[src/rtl/aging_pkg.sv]
package aging_pkg;
    localparam int unsigned DEF_PAGES = 6;
    localparam int unsigned DEF_AGE_W = 8;
endpackage

[src/rtl/aging_refbits.sv]
module aging_refbits #(
    parameter int unsigned NUM_PAGES = aging_pkg::DEF_PAGES
) (
    input  logic                 clk,
    input  logic                 rst,
    input  logic [NUM_PAGES-1:0] access_i,
    input  logic                 tick_i,
    output logic [NUM_PAGES-1:0] used_o
);
    typedef struct packed {
        logic [NUM_PAGES-1:0] used;
    } ref_state_t;

    ref_state_t st_d, st_q;

    always_comb begin
        st_d = st_q;
        if (tick_i) begin
            // new interval starts; same-cycle strobes belong to it
            st_d.used = access_i;
        end else begin
            st_d.used = st_q.used | access_i;
        end
    end

    always_ff @(posedge clk) begin
        if (rst) st_q <= '0;
        else     st_q <= st_d;
    end

    assign used_o = st_q.used;

    // a set flag survives any non-tick edge
    generate
        for (genvar g = 0; g < NUM_PAGES; g++) begin : g_chk
            p_flag_sticky_r2: assert property (@(posedge clk) disable iff (rst)
                (!tick_i && st_q.used[g]) |=> st_q.used[g])
                else $error("R2 flag %0d lost", g);
        end
    endgenerate

    // after a tick the flags equal exactly that cycle's strobes
    p_clear_on_tick_r5: assert property (@(posedge clk) disable iff (rst)
        tick_i |=> (st_q.used == $past(access_i)))
        else $error("R5 flag clear wrong");
endmodule

[src/rtl/aging_counters.sv]
module aging_counters #(
    parameter int unsigned NUM_PAGES = aging_pkg::DEF_PAGES,
    parameter int unsigned AGE_W     = aging_pkg::DEF_AGE_W
) (
    input  logic                            clk,
    input  logic                            rst,
    input  logic                            tick_i,
    input  logic [NUM_PAGES-1:0]            used_i,
    output logic [NUM_PAGES-1:0][AGE_W-1:0] age_o
);
    typedef struct packed {
        logic [NUM_PAGES-1:0][AGE_W-1:0] age;
    } age_state_t;

    age_state_t st_d, st_q;
    logic [NUM_PAGES-1:0][AGE_W-1:0] shifted;

    generate
        for (genvar g = 0; g < NUM_PAGES; g++) begin : g_shift
            assign shifted[g] = {used_i[g], st_q.age[g][AGE_W-1:1]};
        end
    endgenerate

    always_comb begin
        st_d = st_q;
        if (tick_i) st_d.age = shifted;
    end

    always_ff @(posedge clk) begin
        if (rst) st_q <= '0;
        else     st_q <= st_d;
    end

    assign age_o = st_q.age;

    generate
        for (genvar g = 0; g < NUM_PAGES; g++) begin : g_chk
            // top bit takes the flag, the rest is the old value moved down
            p_shift_r3: assert property (@(posedge clk) disable iff (rst)
                tick_i |=> (st_q.age[g] == {$past(used_i[g]), $past(st_q.age[g][AGE_W-1:1])}))
                else $error("R3 shift page %0d", g);
            // no tick, no change
            p_hold_r4: assert property (@(posedge clk) disable iff (rst)
                !tick_i |=> $stable(st_q.age[g]))
                else $error("R4 age %0d moved", g);
        end
    endgenerate
endmodule

[src/rtl/aging_victim.sv]
module aging_victim #(
    parameter int unsigned NUM_PAGES = aging_pkg::DEF_PAGES,
    parameter int unsigned AGE_W     = aging_pkg::DEF_AGE_W,
    localparam int unsigned IDX_W    = (NUM_PAGES > 1) ? $clog2(NUM_PAGES) : 1
) (
    input  logic [NUM_PAGES-1:0][AGE_W-1:0] age_i,
    output logic [IDX_W-1:0]                victim_o
);
    logic [AGE_W-1:0] best_val;

    always_comb begin
        best_val = age_i[0];
        victim_o = '0;
        // strict compare keeps the earliest index on ties
        for (int i = 1; i < NUM_PAGES; i++) begin
            if (age_i[i] < best_val) begin
                best_val = age_i[i];
                victim_o = IDX_W'(i);
            end
        end
    end
endmodule

[src/rtl/aging_unit.sv]
module aging_unit #(
    parameter int unsigned NUM_PAGES = aging_pkg::DEF_PAGES,
    parameter int unsigned AGE_W     = aging_pkg::DEF_AGE_W,
    localparam int unsigned IDX_W    = (NUM_PAGES > 1) ? $clog2(NUM_PAGES) : 1
) (
    input  logic                         clk,
    input  logic                         rst,
    input  logic [NUM_PAGES-1:0]         access_i,
    input  logic                         tick_i,
    output logic [NUM_PAGES*AGE_W-1:0]   age_o,
    output logic [IDX_W-1:0]             victim_o
);
    logic [NUM_PAGES-1:0]            used_w;
    logic [NUM_PAGES-1:0][AGE_W-1:0] age_w;

    aging_refbits #(.NUM_PAGES(NUM_PAGES)) u_ref (
        .clk      (clk),
        .rst      (rst),
        .access_i (access_i),
        .tick_i   (tick_i),
        .used_o   (used_w)
    );

    aging_counters #(.NUM_PAGES(NUM_PAGES), .AGE_W(AGE_W)) u_cnt (
        .clk    (clk),
        .rst    (rst),
        .tick_i (tick_i),
        .used_i (used_w),
        .age_o  (age_w)
    );

    aging_victim #(.NUM_PAGES(NUM_PAGES), .AGE_W(AGE_W)) u_vic (
        .age_i    (age_w),
        .victim_o (victim_o)
    );

    assign age_o = age_w;

    // reset leaves everything clear
    p_reset_clear_r1: assert property (@(posedge clk)
        rst |=> (age_w == '0 && used_w == '0))
        else $error("R1 reset state");

    generate
        for (genvar g = 0; g < NUM_PAGES; g++) begin : g_chk
            // chosen page is no larger than any page
            p_victim_min_r6: assert property (@(posedge clk) disable iff (rst)
                age_w[victim_o] <= age_w[g])
                else $error("R6 victim not minimal vs %0d", g);
            // every lower index is strictly larger
            p_tie_low_r7: assert property (@(posedge clk) disable iff (rst)
                (IDX_W'(g) < victim_o) |-> (age_w[g] > age_w[victim_o]))
                else $error("R7 tie not lowest at %0d", g);
        end
    endgenerate
endmodule

[config.mk]
export PLATFORM = sky130hd
export DESIGN_NAME = aging_unit
export DESIGN_NICKNAME = d
export VERILOG_FILES = /design/src/rtl/aging_pkg.sv /design/src/rtl/aging_refbits.sv /design/src/rtl/aging_counters.sv /design/src/rtl/aging_victim.sv /design/src/rtl/aging_unit.sv
export SDC_FILE = /design/constraint.sdc
export NUM_CORES = 1
export LEC_CHECK = 0
export ABC_AREA = 1
export ABC_CLOCK_PERIOD_IN_PS = 8650
export BUFFER_PORTS_ARGS = -buffer_cell sky130_fd_sc_hd__buf_2
export CORE_ASPECT_RATIO = 0.8
export CORE_MARGIN = 5
export CORE_UTILIZATION = 55
export DETAILED_ROUTE_END_ITERATION = 8
export PLACE_DENSITY = 0.8
export RECOVER_POWER = 50
export SLEW_MARGIN = 20
export SYNTH_ARGS = -nofsm -noshare
export SYNTH_HDL_FRONTEND = slang
export SYNTH_SLANG_ARGS = --single-unit
[constraint.sdc]
create_clock -name clk -period 8.65 [get_ports clk]
set_input_delay 1.2975 -clock clk [delete_from_list [all_inputs] [get_ports clk]]
set_output_delay 1.2975 -clock clk [all_outputs]
set_load 0.01 [all_outputs]
==> impl_metrics.py <==
metrics = {
    "layout": {
        "finalNetCount": 531,
        "layout-drive-gt1-share_pct": 9.15,
        "syn_to_final_growth_pct": 12.4,
        "antennaDiodeCount": 0,
    },
    "timing": {
        "hold_viol": 0,
        "final_setup_skew_ns": 0.00477,
        "report.final.slew_viol_count": 55,
        "max_slew_headroom_pct": -58.1,
        "timing_worst_slew_pin_value_ns": 2.37,
        "rsz0062_at_grt": "no",
        "fmaxAchievable_ghz": 0.129,
        "post-route-period-util_pct": 89.9,
        "final_period_minus_worst_setup_slack_ns": 7.78,
        "hold_slack_ns": 0.470,
        "totalNegativeSetupSlack_ns": 0,
        "setup-violations-final": 0,
    },
    "global_route": {
        "overflow": 0,
        "gr-usage-all-layers_pct": 20.1,
        "initial_antenna_violation_count": 0,
        "grt_start_max_net_pins": 56,
        "grt_first_pass_wirelength_um": 12000,
        "first_global_vias": 2667,
    },
    "place": {
        "hpwlAfterDp_um": 5150,
        "io_buffers": 59,
        "gp_routability_congestion": 0.870,
    },
    "critical_path": {
        "crit_type": "flop to output port",
        "worst_path_largest_cell_delay_ns": 0.39,
        "crit-reg2reg-launch": "u_cnt.age_o[18]",
        "required_ns": 7.35,
        "worst_path_max_delay_cell": "sky130_fd_sc_hd__dfxtp_1",
        "critical_path.max_fanout": 18,
        "setup.worst_path.start_class": "flop",
        "timing.critical_path.to_type": "output port",
        "crit_path_start": "u_cnt.age_o[2]",
        "critical_path_arrival_ns": 6.48,
    },
    "detailed_routing": {
        "finalWirelength_um": 7070,
        "avgRoutedWirePerCell_um": 12.4,
        "drt_iter0_drc": 109,
        "route.antenna.remaining_nets": 0,
        "detail_route.first_pass.iterations": 5,
        "number_of_vias_in_the_routed_layout": 2963,
        "drc_errors": 0,
        "route.detailed.vias_per_inst": 5.20,
    },
    "floorplanning": {
        "core_area_um2": 5440,
        "num_rows": 24,
        "initial_utilization_pct": 56.7,
        "dieWidth_um": 93.7,
        "fp.dieArea_um2": 7200,
        "io_pins": 60,
        "die-height_um": 76.9,
    },
    "clock_network": {
        "clock_tree.root_cell": "sky130_fd_sc_hd__clkbuf_8",
        "cts-buffers-inserted": 5,
        "tritoncts_clock_tree": "built",
        "clkLatencyLatePin_ns": 0.31,
        "clock_path_buffers": 2,
        "cts_post_setup_buffers_inserted": 0,
        "cts_resized": 0,
        "cts_max_level": 2,
        "cts_num_sinks": 54,
        "cts.clk_slew.worst_paths_ns": 0.09,
        "hold_buffers": 0,
    },
    "synthesis": {
        "yosys.area_share.simple_pct": 28.6,
        "syn-mean-instance-area_um2": 6.94,
        "complex_gate_fraction_of_the_synthesized_area_pct": 17.4,
        "synth_seq_area_share_pct": 35.1,
        "yosys.area_share.xor_xnor_pct": 0,
        "synth.mux.area_fraction_pct": 0,
        "yosys.cell_types.count": 16,
        "postSynthCellCount": 444,
        "main_combinational_cell_family_by_area_after_synthesis": "simple AND/OR/NAND/NOR gates",
        "synth_warnings": 0,
        "yosys.area_share.adder_pct": 12.6,
        "syn_area_um2": 3080,
        "ys_seq_elements": 54,
        "synth.net_count": 484,
    },
    "power": {
        "power.static_leakage_nw": 1.50,
        "power.density_nw_per_um2": 210,
        "total_power_uw": 728,
        "ir_drop_mv": 0.0929,
    },
    "outcome": {
        "status": "finished, violations left",
        "violations_in_the_final_reports": "max-capacitance violations, max-slew violations",
    },
    "min_path": {
        "hp-start": "u_ref.used_o[5]",
        "hp-class": "flop to flop",
    },
    "run": {
        "timing.max_cap.violations": 1,
    },
}
-- final timing paths --
path | to | slack, ns | depth (start not counted)
min reg2reg | u_cnt.age_o[47] | 0.47 | 2
max | victim_o[2] | 0.87 | 35
max reg2reg | u_cnt.age_o[18] | 7.74 | 2
min | u_cnt.age_o[47] | 0.47 | 2
-- cell type report --
class / instances / area (um^2)
Inverter: 31 / 116
Clock inverter: 3 / 21.3
Multi-Input combinational cell: 338 / 1820
Sequential cell: 54 / 1080
Timing Repair Buffer: 61 / 259
Clock buffer: 5 / 68.8
Fill cell: 523 / 1970
Tap cell: 78 / 97.6
-- report_power, final --
part | total [mW] | switching [mW] | internal [mW]
Combinational | 0.322 | 0.209 | 0.113
Sequential | 0.265 | 0.00768 | 0.257
Clock | 0.141 | 0.0837 | 0.0570
Total | 0.728 | 0.301 | 0.427
-- per-stage QoR --
step | setup WS, ns | cell area [um^2] | instances | utilization (%)
after global routing | 0.153 | 3460 | 570 | 63.7
after detailed placement | 0.724 | 3410 | 562 | 62.7
after CTS | 0.353 | 3500 | 570 | 64.4
final | 0.871 | 3460 | 570 | 63.7
after floorplan | 0.929 | 3080 | 444 | -
after global placement | 1.03 | 3410 | 562 | 62.7
-- cells by family after synthesis --
kind of cell | Yosys count
adder cells (fa/ha/maj) | 31
AO/OA/AOI/OAI | 94
flip-flops | 54
buffers and inverters | 52
AND/OR/NAND/NOR | 213
-- metal layers --
layer / global-route usage, % / vias up / part of all wire (%)
li1: - / 1548 / -
met1: 28.1 / 1319 / 50
met2: 30.6 / 86 / 43
met3: 3.91 / 10 / 6.1
met4: 7.07 / 0 / 1.6
met5: 0 / - / 0
-- cell usage after synthesis --
cell,n,area (um^2)
sky130_fd_sc_hd__a211oi_1,22,165
sky130_fd_sc_hd__a21oi_1,45,225
sky130_fd_sc_hd__buf_1,3,11.3
sky130_fd_sc_hd__clkbuf_1,18,67.6
sky130_fd_sc_hd__dfxtp_1,54,1080
sky130_fd_sc_hd__ha_1,31,388
sky130_fd_sc_hd__inv_1,29,109
sky130_fd_sc_hd__inv_2,2,7.51
sky130_fd_sc_hd__nand2_1,145,544
sky130_fd_sc_hd__nand2_2,5,31.3
sky130_fd_sc_hd__nand2_4,6,67.6
sky130_fd_sc_hd__nand3_1,19,95.1
sky130_fd_sc_hd__nor2_1,38,143
sky130_fd_sc_hd__o21a_2,1,8.76
sky130_fd_sc_hd__o21ai_0,24,120
sky130_fd_sc_hd__o21bai_1,2,15.0
-- placed cells by master (no fill, tap or decap) --
cell type	instances
sky130_fd_sc_hd__nand3_1	19
sky130_fd_sc_hd__buf_2	18
sky130_fd_sc_hd__inv_1	29
sky130_fd_sc_hd__a211oi_2	3
sky130_fd_sc_hd__o21ai_0	24
sky130_fd_sc_hd__nand2_4	6
sky130_fd_sc_hd__buf_4	2
sky130_fd_sc_hd__nor2_1	38
sky130_fd_sc_hd__clkinv_2	1
sky130_fd_sc_hd__clkbuf_1	41
sky130_fd_sc_hd__nand2_2	5
sky130_fd_sc_hd__o21bai_1	2
sky130_fd_sc_hd__a211oi_1	19
sky130_fd_sc_hd__ha_1	31
sky130_fd_sc_hd__dfxtp_1	54
sky130_fd_sc_hd__clkinvlp_4	1
sky130_fd_sc_hd__o21a_2	1
sky130_fd_sc_hd__inv_2	2
sky130_fd_sc_hd__clkinv_4	1
sky130_fd_sc_hd__a21oi_1	45
sky130_fd_sc_hd__clkbuf_8	5
sky130_fd_sc_hd__nand2_1	145
-- registers in the layout (all words and copies together), names as in the netlist --
signal,cells
u_cnt.age_o,48
u_ref.used_o,6
-- critical path, delay by kind of cell, from the launching register on --
| kind | cells | cell delay, ns |
|---|---|---|
| buffers and inverters | 3 | 0.26 |
| AO/OA/AOI/OAI | 12 | 2.56 |
| flip-flops | 1 | 0.39 |
| adder cells (fa/ha/maj) | 5 | 1.50 |
| AND/OR/NAND/NOR | 15 | 1.46 |
(Power assumes the default switching activity.)
